### src/rtl/irq_router_pkg.sv
package irq_router_pkg;
  localparam int DATA_W = 32;
  localparam int NIB_W  = 4;
  localparam int TGT_W  = 3;
  localparam int GATE_LSB = 16;

  typedef struct packed {
    logic             en;
    logic [TGT_W-1:0] tgt;
  } route_t;
endpackage

### src/rtl/irq_route_regs.sv
module irq_route_regs
  import irq_router_pkg::*;
#(
  parameter int NUM_SRC = 16,
  parameter int NUM_OUT = 8,
  parameter int ADDR_W  = 6
) (
  input  logic                       clk,
  input  logic                       rst_n,
  input  logic                       wr_en,
  input  logic [ADDR_W-1:0]          wr_addr,
  input  logic [DATA_W-1:0]          wr_data,
  output route_t [NUM_SRC-1:0]       route_q,
  output logic [NUM_OUT-1:0]         gate_q
);
  localparam int SPW      = DATA_W / NIB_W;
  localparam int N_WORDS  = NUM_SRC / SPW;
  localparam int GATE_ADR = N_WORDS * 4;

  for (genvar s = 0; s < NUM_SRC; s++) begin : g_field
    localparam int WRD  = s / SPW;
    localparam int SLOT = s % SPW;
    always_ff @(posedge clk) begin
      if (!rst_n)
        route_q[s] <= '0;
      else if (wr_en && wr_addr == ADDR_W'(WRD * 4))
        route_q[s] <= wr_data[SLOT*NIB_W +: NIB_W];
    end
  end

  always_ff @(posedge clk) begin
    if (!rst_n)
      gate_q <= '0;
    else if (wr_en && wr_addr == ADDR_W'(GATE_ADR))
      gate_q <= wr_data[GATE_LSB +: NUM_OUT];
  end

  // configuration changes only through a write
  a_r2_cfg_stable: assert property (@(posedge clk) disable iff (!rst_n)
    !wr_en |=> ($stable(route_q) && $stable(gate_q)));
endmodule

### src/rtl/irq_pend_bank.sv
module irq_pend_bank #(
  parameter int NUM_SRC = 16
) (
  input  logic               clk,
  input  logic               rst_n,
  input  logic [NUM_SRC-1:0] src_in,
  input  logic               clr_stb,
  input  logic [NUM_SRC-1:0] clr_mask,
  output logic [NUM_SRC-1:0] pend_q
);
  logic [NUM_SRC-1:0] drop;
  assign drop = clr_stb ? clr_mask : '0;

  always_ff @(posedge clk) begin
    if (!rst_n) pend_q <= '0;
    else        pend_q <= (pend_q & ~drop) | src_in;
  end

  a_r5_src_sets: assert property (@(posedge clk) disable iff (!rst_n)
    (src_in != '0) |=> ((pend_q & $past(src_in)) == $past(src_in)));

  a_r6_clear_drops: assert property (@(posedge clk) disable iff (!rst_n)
    (clr_stb && ((clr_mask & ~src_in) != '0)) |=>
      ((pend_q & $past(clr_mask & ~src_in)) == '0));

  a_r6_hold_no_clear: assert property (@(posedge clk) disable iff (!rst_n)
    !clr_stb |=> ((pend_q & $past(pend_q)) == $past(pend_q)));
endmodule

### src/rtl/irq_out_mux.sv
module irq_out_mux
  import irq_router_pkg::*;
#(
  parameter int NUM_SRC = 16,
  parameter int NUM_OUT = 8
) (
  input  route_t [NUM_SRC-1:0]             route,
  input  logic [NUM_SRC-1:0]               pend,
  input  logic [NUM_OUT-1:0]               gate,
  output logic [NUM_OUT-1:0][NUM_SRC-1:0]  stat,
  output logic [NUM_OUT-1:0]               irq_out
);
  logic [NUM_SRC-1:0] en_vec;

  for (genvar s = 0; s < NUM_SRC; s++) begin : g_en
    assign en_vec[s] = route[s].en;
  end

  for (genvar n = 0; n < NUM_OUT; n++) begin : g_line
    for (genvar s = 0; s < NUM_SRC; s++) begin : g_hit
      assign stat[n][s] = pend[s] && (route[s].tgt == TGT_W'(n));
    end
    assign irq_out[n] = gate[n] && |(stat[n] & en_vec);
  end
endmodule

### src/rtl/irq_router_top.sv
module irq_router_top
  import irq_router_pkg::*;
#(
  parameter int NUM_SRC = 16,
  parameter int NUM_OUT = 8,
  parameter int ADDR_W  = 6
) (
  input  logic               clk,
  input  logic               rst_n,
  input  logic [NUM_SRC-1:0] src_in,
  input  logic               bus_wr,
  input  logic               bus_rd,
  input  logic [ADDR_W-1:0]  bus_addr,
  input  logic [DATA_W-1:0]  bus_wdata,
  output logic [DATA_W-1:0]  bus_rdata,
  output logic [NUM_OUT-1:0] irq_out
);
  localparam int SPW       = DATA_W / NIB_W;
  localparam int N_WORDS   = NUM_SRC / SPW;
  localparam int GATE_ADR  = N_WORDS * 4;
  localparam int CLR_ADR   = GATE_ADR + 4;
  localparam int STAT_ADR  = CLR_ADR + 4;
  localparam int N_STAT    = (NUM_OUT + 1) / 2;
  localparam int HALF      = DATA_W / 2;

  route_t [NUM_SRC-1:0]            route_q;
  logic [NUM_OUT-1:0]              gate_q;
  logic [NUM_SRC-1:0]              pend_q;
  logic [NUM_OUT-1:0][NUM_SRC-1:0] stat;
  logic                            clr_stb;
  logic [DATA_W-1:0]               rd_word;

  assign clr_stb = bus_wr && (bus_addr == ADDR_W'(CLR_ADR));

  irq_route_regs #(.NUM_SRC(NUM_SRC), .NUM_OUT(NUM_OUT), .ADDR_W(ADDR_W)) u_regs (
    .clk(clk), .rst_n(rst_n), .wr_en(bus_wr), .wr_addr(bus_addr),
    .wr_data(bus_wdata), .route_q(route_q), .gate_q(gate_q));

  irq_pend_bank #(.NUM_SRC(NUM_SRC)) u_pend (
    .clk(clk), .rst_n(rst_n), .src_in(src_in), .clr_stb(clr_stb),
    .clr_mask(bus_wdata[NUM_SRC-1:0]), .pend_q(pend_q));

  irq_out_mux #(.NUM_SRC(NUM_SRC), .NUM_OUT(NUM_OUT)) u_mux (
    .route(route_q), .pend(pend_q), .gate(gate_q),
    .stat(stat), .irq_out(irq_out));

  always_comb begin
    rd_word = '0;
    for (int w = 0; w < N_WORDS; w++)
      if (bus_addr == ADDR_W'(w * 4))
        rd_word = route_q[w*SPW +: SPW];
    if (bus_addr == ADDR_W'(GATE_ADR))
      rd_word[GATE_LSB +: NUM_OUT] = gate_q;
    for (int m = 0; m < N_STAT; m++) begin
      if (bus_addr == ADDR_W'(STAT_ADR + 4 * m)) begin
        rd_word[NUM_SRC-1:0] = stat[2*m];
        if (2 * m + 1 < NUM_OUT)
          rd_word[HALF +: NUM_SRC] = stat[2*m+1];
      end
    end
  end

  always_ff @(posedge clk) begin
    if (!rst_n)      bus_rdata <= '0;
    else if (bus_rd) bus_rdata <= rd_word;
  end

  a_r9_rdata_hold: assert property (@(posedge clk) disable iff (!rst_n)
    !bus_rd |=> $stable(bus_rdata));
endmodule

### config.mk
export PLATFORM = sky130hd
export DESIGN_NAME = irq_router_top
export DESIGN_NICKNAME = d
export VERILOG_FILES = /design/src/rtl/irq_router_pkg.sv /design/src/rtl/irq_route_regs.sv /design/src/rtl/irq_pend_bank.sv /design/src/rtl/irq_out_mux.sv /design/src/rtl/irq_router_top.sv
export SDC_FILE = /design/constraint.sdc
export NUM_CORES = 1
export LEC_CHECK = 0
export ABC_AREA = 1
export BUFFER_PORTS_ARGS = -buffer_cell sky130_fd_sc_hd__buf_2
export CORE_MARGIN = 4
export CORE_UTILIZATION = 33
export DETAILED_ROUTE_END_ITERATION = 12
export PLACE_DENSITY = 0.59
export SETUP_SLACK_MARGIN = 0.3
export SYNTH_ARGS = -nofsm -noshare
export SYNTH_HDL_FRONTEND = slang
export SYNTH_HIERARCHICAL = 1
export SYNTH_SLANG_ARGS = --single-unit
### constraint.sdc
create_clock -name clk -period 4.75 [get_ports clk]
set_clock_uncertainty 0.1 [all_clocks]
set_input_delay 1.425 -clock clk [delete_from_list [all_inputs] [get_ports clk]]
set_output_delay 1.425 -clock clk [all_outputs]
set_load 0.005 [all_outputs]
After elaboration in Yosys (flattened, before gate mapping). Cells that the tools add are included. Widths: inputs -> output; s select.

Muxes and demuxes: 8. Equality and inequality tests: 119. Reductions and logical operators: 165. Bitwise operators: 11.

Operators with widths (count): $eq 3x3->1 const B (64); $mux 32 (6); $and 16x16->16 (9); $logic_and 1x1->1 (140); $reduce_or 16->1 (8); $eq 3x2->1 const B (32); $eq 3x1->1 const B (16); $logic_not 3->1 (16); $eq 6x5->1 const B (4); $mux 16 (1); $not 16->16 (1); $or 16x16->16 (1); $eq 6x4->1 const B (2); $mux 8 (1); $eq 6x3->1 const B (1); $logic_not 6->1 (1).

Bits in registers: 120. Word-level logic and storage cells: 338. Input bits: 58.

Longest topological paths before layout.
Word-level depth: 8. Gate-level depth with buffers: 11.

Modules after synthesis. The synthesis kept the hierarchy.

By module, submodules not included: irq_router_top (cells an instance 503, area an instance 2987.9 um^2, sequential area each 640.6 um^2, times used 1); irq_route_regs (cells an instance 436, area an instance 2976.6 um^2, sequential area each 1441.4 um^2, times used 1); irq_out_mux (cells an instance 633, area an instance 2612.5 um^2, sequential area each 0.0 um^2, times used 1); irq_pend_bank (cells an instance 84, area an instance 720.7 um^2, sequential area each 320.3 um^2, times used 1).

Worst setup path before layout. No wires, ideal clock.

Path kind: input -> register. Start: in bus_addr[4]. End: reg u_pend.pend_q[10]. Library setup time: 0.118 ns. Setup slack: 2.039 ns. Arrival time: 2.493 ns. Stages: 9. Cells stage by stage: nor2_4 -> clkbuf_1 -> nand2_1 -> nor2_1 -> buf_6 -> buf_12 -> nand2_2 -> nand2_2 -> a21oi_2.

Word-level cells in the longest chain between the ends: 6.

Ends and longest elaborated chain: start, declared (line irq_router_top.sv:13) `input logic [ADDR_W-1:0] bus_addr,`; $eq 6x4->1 (line irq_router_top.sv:33) `assign clr_stb = bus_wr && (bus_addr == ADDR_W'(CLR_ADR));`; $logic_and 1x1->1 (line irq_router_top.sv:33); net clr_stb (line irq_router_top.sv:30) `logic clr_stb;`; $mux 16 (line irq_pend_bank.sv:12) `assign drop = clr_stb ? clr_mask : '0;`; $not 16->16 (line irq_pend_bank.sv:16) `else pend_q <= (pend_q & ~drop) | src_in;`; $and 16x16->16 (line irq_pend_bank.sv:16); $or 16x16->16 (line irq_pend_bank.sv:16); end signal, assigned (line irq_pend_bank.sv:16); end, declared (line irq_pend_bank.sv:9) `output logic [NUM_SRC-1:0] pend_q`.

The timed path passes the listed nets, and every way through them passes these cells. A chain may end at the register's enable or synchronous reset.

Worst setup path in the final report.
Start: reg, netlist name u_regs/route_q[5]. End: out irq_out[4].

Word-level cells in the longest chain between the ends: 5.

Ends and longest elaborated chain: $eq 3x3->1 (line irq_out_mux.sv:21) `assign stat[n][s] = pend[s] && (route[s].tgt == TGT_W'(n));`; $logic_and 1x1->1 (line irq_out_mux.sv:21); $and 16x16->16 (line irq_out_mux.sv:23) `assign irq_out[n] = gate[n] && |(stat[n] & en_vec);`; $reduce_or 16->1 (line irq_out_mux.sv:23); $logic_and 1x1->1 (line irq_out_mux.sv:23); end, declared (line irq_router_top.sv:16) `output logic [NUM_OUT-1:0] irq_out`.

No other way between the ends.

==> impl_metrics.env <==
export IMPL_fin_total_pwr_mw=2.70
export IMPL_worst_path_dominant_cell_family="simple AND/OR/NAND/NOR gates"
export IMPL_crit_path_max_incr_delay_ns=0.63
export IMPL_port_buffer_count=97
export IMPL_synth_cells=1656
export IMPL_gr_usage_all_layers=0.235
export IMPL_coreArea_sq_um=27800
export IMPL_synth_yosys_warnings=6
export IMPL_route_detailed_drc=0
export IMPL_grt_pass1_wl_um=56100
export IMPL_critical_path_class="flop to primary output"
export IMPL_reg2regPathDepth=8
export IMPL_met2_usage=0.353
export IMPL_p_leak_nw=4.79
export IMPL_layout_drive_gt1_share=0.115
export IMPL_hold_depth=2
export IMPL_worst_pin_slew_ns=1.09
export IMPL_hold_endpoint="bus_rdata[0]$_SDFFE_PN0P_"
export IMPL_initialDrtViolationCount=1202
export IMPL_vias_per_inst=5.00
export IMPL_max_slew_margin=0.275
export IMPL_globalRouteOverflowTotal=0
export IMPL_gp_congestion=0.960
export IMPL_cts_hold_repair_buffers=0
export IMPL_min_period_ns=3.77
export IMPL_worstPathMaxFanout=6
export IMPL_syn_area_sq_um=9300
export IMPL_initial_core_util=0.335
export IMPL_utilization=0.377
export IMPL_fin_tns_setup_ns=0
export IMPL_fin_nets=1762
export IMPL_element_type_at_the_critical_path_end="primary output"
export IMPL_tritoncts="done"
export IMPL_synth_cell_type_count=26
export IMPL_grt_met1_usage=0.347
export IMPL_clockRootBuffer="clkbuf_16"
export IMPL_crit_top_cell="nor2_1"
export IMPL_seq_cells_post_synth=120
export IMPL_cts_root_to_sink_buffers=2
export IMPL_finalMaxSlewViolations=0
export IMPL_timing_critical_path_slowest_stage_cell="dfxtp_1"
export IMPL_vias=10468
export IMPL_first_global_vias=9565
export IMPL_worst_ir_drop_vdd_mv=0.236
export IMPL_timing_critical_path_depth=8
export IMPL_number_of_antenna_violations_at_the_first_check_in_global_routing=0
export IMPL_stdcell_area_sq_um=10500
export IMPL_ff2ff_setup_slack_ns=3.03
export IMPL_layout_commonest_cell="nand2_1"
export IMPL_final_ant_viol_nets=0
export IMPL_die_area_sq_um=30900
export IMPL_num_antenna_cells=0
export IMPL_crit_path_cell_trace="nor2_1 > nand3_1 > nand2_1 > nor2_1 > nand2_1 > nor2_1 > nor2_1 > buf_2"
export IMPL_cts_reportedPaths_clkPinSlew_ns=0.06
export IMPL_synth_seq_area_share=0.258
export IMPL_worst_endpoint_required_ns=3.22
export IMPL_clock_insertion_delay_worst_skew_ns=0.42
export IMPL_syn2layout_area_growth_pct=12.6
export IMPL_synth_nets=1714
export IMPL_postLayoutSetupSlackWorst_ns=0.983
export IMPL_pwr_density_cell_nw_per_um2=258
export IMPL_detailed_placer_s_ending_hpwl_um=27600
export IMPL_rr_startpoint="u_pend/pend_q[3]$_SDFF_PN0_"
export IMPL_cts_htree_levels=4
export IMPL_run_status="complete, no violations"
export IMPL_timing_hold_worst_start="bus_rdata[0]$_SDFFE_PN0P_"
export IMPL_maximum_number_of_pins_on_one_net_before_global_route_repair=58
export IMPL_grt_use_met3=0.0336
export IMPL_grt_setup_unrepaired="no"
export IMPL_average_wire_length_per_cell_after_detail_routing_um=17.5
export IMPL_ctsResizeCount=0
export IMPL_globalRoute_busiestLayer="met2"
export IMPL_startpoint_type="flop"
export IMPL_finalCritPeriodShare=0.793
export IMPL_std_cell_rows=61
export IMPL_syn_area_per_cell_sq_um=5.61
export IMPL_layout_common_cells="nand2_1, nor2_1, inv_1"
export IMPL_final_setup_viol_count=0
export IMPL_path_buf_inv=1
export IMPL_worst_hold_path_type="flop to flop"
export IMPL_detail_route_wirelength_um=36600
export IMPL_hold_violations=0
export IMPL_clock_buffers_created_by_tritoncts=17
export IMPL_dpl_cell_area_sq_um=9850
export IMPL_dr_pass1_iters=6
export IMPL_detailedPlace_worstSlack_ns=1.11
export IMPL_fmax_mhz=265
export IMPL_cts_repair_timing_setup_buffer_count=0
export IMPL_dieWidth_um=176
export IMPL_clock_sink_count=120
export IMPL_max_cap_viol_count=0
export IMPL_die_height_um=176
export IMPL_design_portCount=98
export IMPL_worst_ep_arrival_time_ns=2.24
export IMPL_timing_rr_end="bus_rdata[19]$_SDFFE_PN0P_"
final cells by class:
cell class                 count  area, sq um
clock inverter                14          198
tap                          378          473
timing repair buffer         111          603
fill                        3168        17300
clock buffer                  17          425
inverter                     239          897
multi-input combinational   1215         5480
sequential                   120         2400
metal layers:
metal	wire length (um)	up-vias
met5	0	-
met3	3160	56
li1	-	5208
met1	16800	4736
met2	15700	468
met4	997	0
report_power, final:
group	leakage, nW	internal (mW)	switching, mW	total, mW
sequential	0.972	1.02	0.0295	1.05
combinational	3.51	0.0670	0.172	0.239
clock	0.300	0.881	0.529	1.41
total	4.79	1.97	0.731	2.70
flip-flops by register name (all words and copies together), names as in the netlist:
register / count
u_regs/route_q: 64
bus_rdata: 32
u_pend/pend_q: 16
u_regs/gate_q: 8
worst register-to-register path: stages, from the launching register on:
cell and delay, ns:
dfxtp_1 0.40, inv_1 0.06, nor2_1 0.35, inv_1 0.25, nor2_1 0.15, nand2_1 0.07, nand4_1 0.12, nand2_1 0.07
a21oi_1 0.11
cells in the mapped netlist, drive strengths merged:
master	count	area, sq um
a21oi	80	438
nand2	464	1820
nand4	49	307
nand3b	14	105
inv	239	897
bufbuf	2	65.1
nand3	133	671
nor2	419	1700
dfxtp	120	2400
buf	45	334
clkbuf	35	131
o2111ai	32	280
and2	24	150
per-stage QoR:
| step | hold slack [ns] | cells |
|---|---|---|
| 2_1_floorplan | 0.352 | 1656 |
| 3_3_place_gp | 0.355 | 2063 |
| 3_5_place_dp | 0.356 | 2063 |
| 6_report | 0.362 | 2094 |
| 4_1_cts | 0.366 | 2094 |
| 5_1_grt | 0.373 | 2094 |
logic make-up (layout without fill, tap and decap cells):
| family | count (synthesis) | count (layout) | synth area share |
|---|---|---|---|
| flops | 120 | 120 | 0.258 |
| compound gates | 112 | 112 | 0.0772 |
| simple gates | 1103 | 1103 | 0.511 |
| buf+inv | 321 | 381 | 0.154 |
how the worst max path moves through the flow:
stage / from / end / slack [ns]
floorplan: bus_addr[4] / u_pend/pend_q[10]$_SDFF_PN0_ / 2.04
global placement: bus_addr[2] / bus_rdata[1]$_SDFFE_PN0P_ / 1.13
detailed placement: bus_addr[2] / bus_rdata[1]$_SDFFE_PN0P_ / 1.11
CTS: u_regs/route_q[5]$_SDFFE_PN0P_ / irq_out[4] / 1.01
global route: u_regs/route_q[5]$_SDFFE_PN0P_ / irq_out[4] / 0.93
finish: u_regs/route_q[5]$_SDFFE_PN0P_ / irq_out[4] / 0.98
Power figures use the tool's default switching activity.
